$ cat src/rtl/gmp_pkg.sv
package gmp_pkg;
    localparam int unsigned LINES   = 8;
    localparam int unsigned ADDR_W  = LINES + 4;
    localparam int unsigned WORD_W  = ADDR_W - 2;
    localparam logic [WORD_W-1:0] DIR_WORD = WORD_W'(1) << LINES;

    typedef logic [LINES-1:0] lines_t;

    typedef enum logic [1:0] {
        SEL_NONE = 2'd0,
        SEL_DATA = 2'd1,
        SEL_DIR  = 2'd2
    } sel_e;

    typedef struct packed {
        sel_e   sel;
        lines_t mask;
    } dec_t;

    function automatic dec_t decode(input logic [ADDR_W-1:0] a);
        dec_t d;
        d.mask = a[LINES+1:2];
        if (a[ADDR_W-1:LINES+2] == '0)
            d.sel = SEL_DATA;
        else if (a[ADDR_W-1:2] == DIR_WORD)
            d.sel = SEL_DIR;
        else
            d.sel = SEL_NONE;
        return d;
    endfunction

    function automatic lines_t merge(input lines_t old_v, input lines_t new_v,
                                     input lines_t mask);
        return (old_v & ~mask) | (new_v & mask);
    endfunction
endpackage

$ cat src/rtl/gmp_sync.sv
module gmp_sync #(
    parameter int unsigned WIDTH  = 8,
    parameter int unsigned STAGES = 2
) (
    input  logic             clk,
    input  logic             rst,
    input  logic [WIDTH-1:0] d_in,
    output logic [WIDTH-1:0] d_out
);
    logic [WIDTH-1:0] chain [STAGES];

    always_ff @(posedge clk) begin
        if (rst) chain[0] <= '0;
        else     chain[0] <= d_in;
    end

    for (genvar s = 1; s < STAGES; s++) begin : g_stage
        always_ff @(posedge clk) begin
            if (rst) chain[s] <= '0;
            else     chain[s] <= chain[s-1];
        end
    end

    assign d_out = chain[STAGES-1];
endmodule

$ cat src/rtl/gmp_regs.sv
module gmp_regs
    import gmp_pkg::*;
(
    input  logic   clk,
    input  logic   rst,
    input  logic   we,
    input  dec_t   dec,
    input  lines_t wdata,
    output lines_t out_q,
    output lines_t dir_q
);
    always_ff @(posedge clk) begin
        if (rst) begin
            out_q <= '0;
            dir_q <= '0;
        end else if (we) begin
            unique case (dec.sel)
                SEL_DATA: out_q <= merge(out_q, wdata, dec.mask);
                SEL_DIR:  dir_q <= wdata;
                default:  ;
            endcase
        end
    end

    a_r1_reset_clears: assert property (@(posedge clk)
        rst |=> (out_q == '0 && dir_q == '0));

    a_r3_unmasked_hold: assert property (@(posedge clk) disable iff (rst)
        (we && dec.sel == SEL_DATA) |=> (((out_q ^ $past(out_q)) & ~$past(dec.mask)) == '0));

    a_r9_dir_only_at_offset: assert property (@(posedge clk) disable iff (rst)
        !(we && dec.sel == SEL_DIR) |=> $stable(dir_q));

    a_r9_out_only_in_window: assert property (@(posedge clk) disable iff (rst)
        !(we && dec.sel == SEL_DATA) |=> $stable(out_q));
endmodule

$ cat src/rtl/gmp_rdmux.sv
module gmp_rdmux
    import gmp_pkg::*;
(
    input  dec_t   dec,
    input  lines_t out_q,
    input  lines_t dir_q,
    input  lines_t pin_sync,
    output lines_t rdata
);
    lines_t level;

    always_comb begin
        for (int n = 0; n < LINES; n++)
            level[n] = dir_q[n] ? out_q[n] : pin_sync[n];
        unique case (dec.sel)
            SEL_DATA: rdata = level & dec.mask;
            SEL_DIR:  rdata = dir_q;
            default:  rdata = '0;
        endcase
    end
endmodule

$ cat src/rtl/gpio_masked_port.sv
module gpio_masked_port
    import gmp_pkg::*;
#(
    parameter int unsigned SYNC_STAGES = 2
) (
    input  logic              clk,
    input  logic              rst,
    input  logic [ADDR_W-1:0] bus_addr,
    input  logic              bus_we,
    input  logic [LINES-1:0]  bus_wdata,
    output logic [LINES-1:0]  bus_rdata,
    input  logic [LINES-1:0]  pin_in,
    output logic [LINES-1:0]  pin_out,
    output logic [LINES-1:0]  pin_oe
);
    dec_t   dec;
    lines_t out_q, dir_q, pin_sync;

    assign dec = decode(bus_addr);

    gmp_sync #(.WIDTH(LINES), .STAGES(SYNC_STAGES)) u_sync (
        .clk   (clk),
        .rst   (rst),
        .d_in  (pin_in),
        .d_out (pin_sync)
    );

    gmp_regs u_regs (
        .clk   (clk),
        .rst   (rst),
        .we    (bus_we),
        .dec   (dec),
        .wdata (bus_wdata),
        .out_q (out_q),
        .dir_q (dir_q)
    );

    gmp_rdmux u_rd (
        .dec      (dec),
        .out_q    (out_q),
        .dir_q    (dir_q),
        .pin_sync (pin_sync),
        .rdata    (bus_rdata)
    );

    assign pin_out = out_q;
    assign pin_oe  = dir_q;

    a_r4_masked_bits_zero: assert property (@(posedge clk) disable iff (rst)
        (bus_addr[ADDR_W-1:LINES+2] == '0) |-> ((bus_rdata & ~bus_addr[LINES+1:2]) == '0));

    a_r9_unmapped_reads_zero: assert property (@(posedge clk) disable iff (rst)
        (bus_addr[ADDR_W-1:LINES+2] != '0 && bus_addr[ADDR_W-1:2] != DIR_WORD)
        |-> (bus_rdata == '0));

    a_r5_output_readback: assert property (@(posedge clk) disable iff (rst)
        (bus_addr[ADDR_W-1:LINES+2] == '0)
        |-> ((bus_rdata & pin_oe) == (pin_out & pin_oe & bus_addr[LINES+1:2])));
endmodule

$ cat config.mk
export PLATFORM = sky130hd
export DESIGN_NAME = gpio_masked_port
export DESIGN_NICKNAME = d
export VERILOG_FILES = /design/src/rtl/gmp_pkg.sv /design/src/rtl/gmp_sync.sv /design/src/rtl/gmp_regs.sv /design/src/rtl/gmp_rdmux.sv /design/src/rtl/gpio_masked_port.sv
export SDC_FILE = /design/constraint.sdc
export NUM_CORES = 1
export LEC_CHECK = 0
export ABC_AREA = 0
export BUFFER_PORTS_ARGS = -buffer_cell sky130_fd_sc_hd__buf_2
export CAP_MARGIN = 20
export CORE_ASPECT_RATIO = 1.75
export CORE_MARGIN = 2
export CORE_UTILIZATION = 51
export CTS_CLUSTER_SIZE = 24
export DETAILED_ROUTE_END_ITERATION = 8
export PLACE_DENSITY = 0.84
export SKIP_CTS_REPAIR_TIMING = 1
export SYNTH_ARGS = -nofsm -noshare
export SYNTH_HDL_FRONTEND = slang
export SYNTH_SLANG_ARGS = --single-unit
$ cat constraint.sdc
create_clock -name clk -period 2 [get_ports clk]
set_clock_uncertainty 0.15 [all_clocks]
set_input_delay 0.3 -clock clk [delete_from_list [all_inputs] [get_ports clk]]
set_output_delay 0.3 -clock clk [all_outputs]
set_load 0.05 [all_outputs]
# ---- Word level (Yosys, flattened, before mapping)
# Memories as Yosys holds them, arrays and structs flattened.
# Index checks and enable logic that the tools add are counted.
dict set report classes {
  bitwise 7
  n_reduce_logical 3
  mux 16
  n_eq_ne 3
}
# op n
set ops {}
lappend ops {{$and A8 B8 Y8} 3}
lappend ops {{$mux W8} 2}
lappend ops {{$pmux W8 S2} 1}
lappend ops {{$mux W1} 11}
lappend ops {{$eq A10 B9 Y1 const B} 1}
lappend ops {{$not A8 Y8} 1}
lappend ops {{$or A8 B8 Y8} 1}
lappend ops {{$mux W2} 2}
lappend ops {{$reduce_and A2 Y1} 2}
lappend ops {{$eq A2 B1 Y1 const B} 1}
lappend ops {{$eq A2 B2 Y1 const B} 1}
lappend ops {{$logic_not A2 Y1} 1}
lappend ops {{$or A1 B1 Y1} 2}
dict set report word_totals {
  regBits 16
  output_inout_bits 24
  mem_count 1
  word_cells 32
  input_bits 31
  ram_bits 16
}
# name depth word_bits rd rd_clocked_by_memory_dff wr line
set memory_table {}
lappend memory_table {u_sync.chain 2 8 2 0 2 gmp_sync.sv:10} ;# logic [WIDTH-1:0] chain [STAGES];

# ---- Depth between registers and ports, before layout
# Gate-level depths: netlist (run 1).
dict set report logic_depth {
  word_depth 5
  ltp_mapped 5
}

# ---- Cells and area by module
# Synthesis (run 1) repeated with hierarchy kept, for this count alone.
dict set report unflattened {
  hier_cells 142
  hier_area_um2 1488.9
}
# mod cells_each area_per_inst_um2 n_inst seq_area_each_um2
set modules_own_cells {}
lappend modules_own_cells {gmp_regs 71 752.0 1 320.3}
lappend modules_own_cells {gmp_sync 33 464.2 1 320.3}
lappend modules_own_cells {gmp_rdmux 34 239.0 1 0.0}
lappend modules_own_cells {gpio_masked_port 4 33.8 1 0.0}

# ---- Least setup slack after synthesis (run 1)
# Ideal clock, no wire load.
dict set report synth_path {
  path_type {input port to output port}
  start {in bus_addr[5]}
  end {out bus_rdata[0]}
  required_time_ns 1.550
  stages 3
  setup_slack_ns -0.195
  arrival_ns 1.745
  path_cell_list {nor4_2 nand3_1 a31oi_1}
}
dict set report synth_between {
  elab_chain_cells 5
  elab_cells_between_ends 6
  cone_classes {eq/ne (3); mux (3)}
}
# element line
set synth_lines {}
lappend synth_lines {{from (decl)} gpio_masked_port.sv:8} ;# input logic [ADDR_W-1:0] bus_addr,
lappend synth_lines {{$eq A10 B9 Y1 *} gmp_pkg.sv:25} ;# else if (a[ADDR_W-1:2] == DIR_WORD)
lappend synth_lines {{$mux W2 *} gmp_pkg.sv:25}
lappend synth_lines {{$mux W2 *} gmp_pkg.sv:23} ;# if (a[ADDR_W-1:LINES+2] == '0)
lappend synth_lines {{$eq A2 B2 Y1 / $eq A2 B1 Y1 (equally long branches)} gmp_rdmux.sv:15} ;# unique case (dec.sel)
lappend synth_lines {{$pmux W8 S2 *} gmp_rdmux.sv:15}
lappend synth_lines {{to (decl)} gpio_masked_port.sv:11} ;# output logic [LINES-1:0] bus_rdata,
# Mark *: on every way between the ends. The rest lies on a longest branch, timed or not.

# ---- Final worst setup path (run 1)
dict set report layout_path {
  start {in bus_addr[8]}
  end {out bus_rdata[6]}
}
dict set report layout_between {
  elab_chain_cells 5
  elab_cells_between_ends 7
  cone_classes {eq/ne (3); mux (3); bitwise (1)}
}
# element line
set layout_lines {}
lappend layout_lines {{$eq A10 B9 Y1} gmp_pkg.sv:25}
lappend layout_lines {{$mux W2} gmp_pkg.sv:25}
lappend layout_lines {{$mux W2} gmp_pkg.sv:23}
lappend layout_lines {{$eq A2 B2 Y1 / $eq A2 B1 Y1 (equally long branches)} gmp_rdmux.sv:15}
lappend layout_lines {{$pmux W8 S2 *} gmp_rdmux.sv:15}
# Marks and branches as above.

==> impl_results.md, run 1 <==
* Status: finished clean
* Syn. warnings at 0
* Reg2reg setup slack at ~0.96 ns
* Placer congestion estimate at 0.724
* Slew margin rel. at 0.580
* Util after Layout at 0.712
* Worst Setup End Kind: output port
* Sequential power share at 0.516
* Port bufs at between 50 and 60
* RR Endpoint: u_regs.dir_q[2]
* Synth area leader: dfxtp_1
* Fmax at slightly above 500 MHz
* WP data required at about 1.6 ns
* TNS Setup at 0 ns
* Clk slew on worst S/H paths at around 0.06 ns
* Vias at between 1k and 1.5k
* Psw at just under 0.3 mW
* Synth unique cells at 20
* Die Ht at approximately 73 um
* Total Routing Usage GR at 0.208
* Net count of the finished layout at 232
* CP Launch Point: bus_addr[8]
* Worst VDD drop at 0.000530 V
* Min Tclk post-route at roughly 1.9 ns
* GRT Residual Overflow at 0
* Root Buffer: clkbuf_8
* Post-synthesis sequential area ratio at 0.468
* Sink Count at 32
* Hpwl dp at between 2 and 2.5 mm
* Clk pwr share at 0.381
* Antenna violations before repair at 0
* CTS H-Tree Depth at 2
* Worst R2R Path Depth at 2
* Post-synth EDFFs at 0
* CTS tree: done
* Worst EP arrival at roughly 1.5 ns
* Slew at the pin closest to its max-slew limit at about 0.63 ns
* First-pass DRT Iterations at 4
* Switch share at 0.228
* Post-synthesis cell count at between 100 and 150
* I/O pins at 55
* Startpoint type of the worst setup path: input pin
* Hold Crit Class: in2reg
* Combinational power share at 0.103
* RSZ-0062 raised after global routing: no
* Share of cells above drive strength 1 at 0.401
* Wire per inst at roughly 14 um
* Final hold viol count at 0
* PD cells at about 710 mW/mm2
* Layout area overhead at 31.4%
* Top-count cell post-synth: dfxtp_1
* Vias in the first global route at roughly 1.2k
* Antenna diodes at 0
* Crit path to: bus_rdata[6]
* Synthesized net count at approximately 180
* Synth Flop Type: dfxtp_1
* Post-route ant nets at 0
* Top-area cell type share of the netlist area at 0.468
* Avg Vias per Cell at ~5.6
* Largest fanout on the critical path at 5
* Register bit count reported by yosys at 32
* CTS Buffer Depth at 2
* Number of setup violations in the final report at 0
* Worst Path Class, Setup: in2out
* First-pass GRT wire length at slightly below 5 mm
* LEAKAGE at between 0.7 and 0.8 nW
* Worst-skew pair later-pin latency at between 0.2 and 0.3 ns
* Top cells by area, synth: dfxtp_1 (47%), or2b_2 (7.7%), a31oi_1 (7.3%), nor2b_1 (7.3%), mux2i_1 (5.9%)
* Largest net degree at the start of global routing at between 40 and 50
* Maximum capacitance violations at 0
* Pwr Total at approximately 1.3 mW
* # rows at 24
* DR DRC count at 0
* WHS at about 0.083 ns
* Initial Util at 0.542
* Avg Synthesized Cell Area at 9.50 um2
* Internal power at 0.990 mW
* Die W at 43.1 um
* Pins over their slew limit at 0
* Fraction of registers with async set/reset at 0
* Post-synthesis cell area at between 0.001 and 0.0015 mm2
* Initial DRC Count at 21
* Core Footprint at 0.00252 mm2
* R2r startpoint: u_regs.dir_q[2]
* TritonCTS buffer count at 5
* Die Area at 0.00313 mm2
* Synth cell count leaders: dfxtp_1 (32), a31oi_1 (16), nor2b_1 (16)
* Final Routed Wirelength at around 3.2 mm
* Period Utilization, post-route at 0.975
power groups by stage:
stage | Combinational (mW) | Sequential, mW | Clock [mW]
floorplan | 0.0578 | 0.686 | 0
global placement | 0.122 | 0.675 | 0
detailed placement | 0.126 | 0.675 | 0
global route | 0.142 | 0.663 | 0.535
finish | 0.132 | 0.662 | 0.489
CTS | 0.127 | 0.662 | 0.500
metal layers:
| metal | up-vias | wire length [um] | global-route usage |
|---|---|---|---|
| li1 | 617 | - | - |
| met1 | 585 | 1200 | 0.215 |
| met2 | 60 | 1650 | 0.348 |
| met3 | 13 | 200 | 0.0522 |
| met4 | 0 | 111 | 0.158 |
| met5 | - | 0 | 0 |
final cells by class:
cell class | count | area (um2)
fill | 193 | 726
multi-input combinational | 95 | 668
sequential | 32 | 641
timing repair buffer | 59 | 335
clock buffer | 8 | 90.1
tap | 26 | 32.5
inverter | 8 | 30.0
through the flow:
stage	worst slack, ns	area, um2	cells
2_1_floorplan	-0.195	1370	144
3_3_place_gp	0.0549	1670	220
3_5_place_dp	0.0191	1670	220
4_1_cts	-0.0380	1760	228
5_1_grt	0.00468	1800	228
6_report	0.0507	1800	228
critical path, stage by stage:
cell and delay (ns):
buf_2 0.14, nor4b_4 0.31, nand3_2 0.12, buf_4 0.17
a31oi_1 0.17, buf_2 0.29
cell usage in the layout, fill, tap and decap left out:
master / count
or3b_1: 1
nand3_1: 8
nand3_2: 1
buf_12: 1
clkbuf_8: 6
or2b_2: 12
nor2b_1: 16
mux2i_1: 8
and4_1: 1
nor4_4: 1
buf_4: 9
a31oi_1: 16
buf_2: 48
inv_1: 8
nor2_1: 1
or2b_1: 4
nand4_1: 8
nor4b_4: 1
clkbuf_1: 2
clkbuf_4: 1
o21ai_1: 8
dfxtp_1: 32
nor2_2: 1
a21oi_1: 8
logic make-up (layout without fill, tap and decap cells):
| kind of cell | Yosys count | after routing | synth area share |
|---|---|---|---|
| and+or+nand+nor | 55 | 55 | 0.282 |
| AOI/OAI and AO/OA | 32 | 32 | 0.132 |
| DFF | 32 | 32 | 0.468 |
| buffers and inverters | 17 | 75 | 0.0595 |
| muxes | 8 | 8 | 0.0586 |
worst min-delay path by stage:
| stage | startpoint | endpoint | slack, ns | depth (start not counted) |
|---|---|---|---|---|
| detailed placement | u_sync.chain[0][5] | u_sync.chain[1][5] | 0.27 | 1 |
| global route | pin_in[1] | u_sync.chain[0][1] | 0.08 | 2 |
| finish | pin_in[1] | u_sync.chain[0][1] | 0.08 | 2 |
| global placement | u_sync.chain[0][5] | u_sync.chain[1][5] | 0.27 | 1 |
| floorplan | u_sync.chain[0][0] | u_sync.chain[1][0] | 0.26 | 1 |
| CTS | pin_in[1] | u_sync.chain[0][1] | 0.08 | 2 |
Note: power is estimated with default switching activity, not from simulation.
==> run 2, diff against run 1 <==
Settings changed: ABC_AREA 0 to 1, PLACE_DENSITY 0.84 to 0.83.
==> run 2 against run 1 <==
Compared with the run above:
- register-to-register slack better by 0.23 ns
- combinational power is 5% higher
- sequential share of layout area up 1.0 points
- final area fell by 2.7%
- global-route usage grew 0.55 points
- synthesized cell count increased by 34%
- non-clock buffer count down 4
- highest routed layer unchanged
- sequential power is essentially flat
- flip-flop and latch count stayed put
- wire length shrank 4.7%
- die area increased by 1.6%
- largest cell class is now registers
==> impl_results.md, run 2 <==
* Status: finished clean
* Fmax at 546 MHz
* Synth unique cells at 17
* Commonest non-fill, non-tap cell in the layout: buf_2
* Crit-path max cell delay at ~0.25 ns
* Synth cell count leaders: nand2_1 (41), inv_1 (37), dfxtp_1 (32)
* Port bufs at 52
* Initial DRC Count at 49
* Antenna violations before repair at 0
* Commonest non-fill, non-tap cells in the layout: buf_2 (52), nand2_1 (41), inv_1 (37)
* Top-area cell type share of the netlist area at 0.460
* Post-synthesis cell count at between 150 and 200
* Hold Crit Class: in2reg
* I/O pins at between 50 and 60
* Avg Synthesized Cell Area at roughly 7 um2
* Period Utilization, post-route at 0.916
* Clk slew on worst S/H paths at approximately 0.060 ns
* Number of setup violations in the final report at 0
* Sink Count at 32
* Pins over their slew limit at 0
* Hpwl dp at around 2.3 mm
* Synthesized net count at between 200 and 250
* Worst Setup End Kind: output port
* Post-synth EDFFs at 0
* GRT Residual Overflow at 0
* Top cells by area, synth: dfxtp_1 (46%), nand2_1 (11%), inv_1 (10%), nor2_1 (7.3%), a21oi_1 (6.1%)
* CTS tree: done
* Die Ht at between 70 and 80 um
* DR DRC count at 0
* PD cells at approximately 720 mW/mm2
* Largest net degree at the start of global routing at 18
* R2r startpoint: u_regs.dir_q[0]
* First-pass DRT Iterations at 4
* Final hold viol count at 0
* Root Buffer: clkbuf_8
* Synth Flop Type: dfxtp_1
* Layout area overhead at 25.6%
* Post-route ant nets at 0
* Placer congestion estimate at approximately 0.77
* Worst EP arrival at ~1.4 ns
* Avg Vias per Cell at between 4 and 5
* CTS Buffer Depth at 2
* Pwr Total at ~1.3 mW
* Multi-input logic area at between 500 and 600 um2
* Fraction of registers with async set/reset at 0
* Slew at the pin closest to its max-slew limit at between 0.5 and 0.6 ns
* Startpoint type of the worst setup path: input pin
* Worst Path Class, Setup: in2out
* Cell Chain, Critical Path: buf_2, inv_1, nand2_1, inv_1, o2111ai_1, nand2_1, buf_2
* Sequential cell area at around 640 um2
* Syn. warnings at 0
* LEAKAGE at 0.903 nW
* RSZ-0062 raised after global routing: no
* Largest fanout on the critical path at 7
* CP Launch Point: bus_addr[10]
* Worst-skew pair later-pin latency at between 0.2 and 0.3 ns
* Worst VDD drop at roughly 0.00056 V
* Post-synthesis sequential area ratio at 0.460
* Hold Startpoint: pin_in[7]
* First-pass GRT wire length at ~5.0 mm
* Share of cells above drive strength 1 at 0.281
* Antenna diodes at 0
* Total Routing Usage GR at 0.214
* Maximum capacitance violations at 0
* Final Routed Wirelength at ~3.0 mm
* Finished Layout Cells at between 200 and 300
* Cell at the slowest stage of the critical path: inv_1
* Vias in the first global route at between 1k and 1.5k
* Die Area at about 0.0032 mm2
* Post-synthesis cell area at between 0.001 and 0.0015 mm2
* TNS Setup at 0 ns
* Wire per inst at approximately 11 um
* Die W at approximately 43 um
* Core Footprint at ~0.0027 mm2
* Top-count cell post-synth: nand2_1
* Vias at 1,339
* TritonCTS buffer count at 5
* Inst Count DP at roughly 270
* Register bit count reported by yosys at 32
* CTS H-Tree Depth at 2
* Slew margin rel. at 0.633
* Synth area leader: dfxtp_1
* # rows at 25
* Fillers at 260
* Initial Util at 0.523
* Min Tclk post-route at roughly 1.8 ns
* WP data required at 1.55 ns
* Net count of the finished layout at 280
-- run 2: cell types whose count changed in the layout (fill, tap and decap cells not counted), moves of 8 or more --
cell and change:
nand2_1 +41, inv_1 +29, nor2_1 +26, a31oi_1 -16, nor2b_1 -16, or2b_2 -12
a21oi_1 +9, mux2i_1 -8, nand3_1 -8, o21ai_0 +8, o21ai_1 -8
-- run 2: cell families (layout without fill, tap and decap cells) --
kind of cell | Yosys count | in the layout | synth area share
DFF | 32 | 32 | 0.460
AOI/OAI and AO/OA | 33 | 33 | 0.139
buffers and inverters | 43 | 99 | 0.127
and+or+nand+nor | 85 | 85 | 0.273
-- run 2: cell type report --
type | count | share of cell area
repair buffers | 55 | 0.162
inverters | 37 | 0.0795
well taps | 27 | 0.0193
clock inverters | 1 | 0.00286
clock buffers | 6 | 0.0415
multi-input cells | 118 | 0.329
flip-flops and latches | 32 | 0.366
-- run 2: power by group --
part	internal (mW)	switching, mW	total [mW]
logic	0.0452	0.0931	0.138
registers	0.658	0.00680	0.665
clock network	0.236	0.216	0.452
total	0.939	0.316	1.26
-- run 2: final timing paths --
path                        endpoint  slack, ns  cells after the start
setup / recovery        bus_rdata[0]       0.17                      7
hold / removal    u_sync.chain[0][7]       0.07                      3
setup reg to reg     u_regs.dir_q[0]       1.19                      2
hold reg to reg   u_sync.chain[1][2]       0.23                      2
-- run 2: routing by layer --
layer	GRT usage	wire length, um
met4	0.108	50
met5	0	0
met3	0.0545	187
met1	0.226	1240
met2	0.378	1540
-- run 2: worst max-delay path: cells and delay by family --
family	cells	cell delay, ns
AOI/OAI and AO/OA	1	0.17
and+or+nand+nor	2	0.22
buffers and inverters	4	0.68
-- run 2: metrics by stage --
step | utilization | worst slack [ns] | hold WS [ns] | area (um2)
floorplan | - | 0.246 | 0.238 | 1390
global placement | 0.628 | 0.155 | 0.240 | 1670
detailed placement | 0.628 | 0.134 | 0.246 | 1670
CTS | 0.657 | 0.135 | 0.0667 | 1750
global route | 0.657 | 0.0404 | 0.0739 | 1750
finish | 0.657 | 0.168 | 0.0720 | 1750
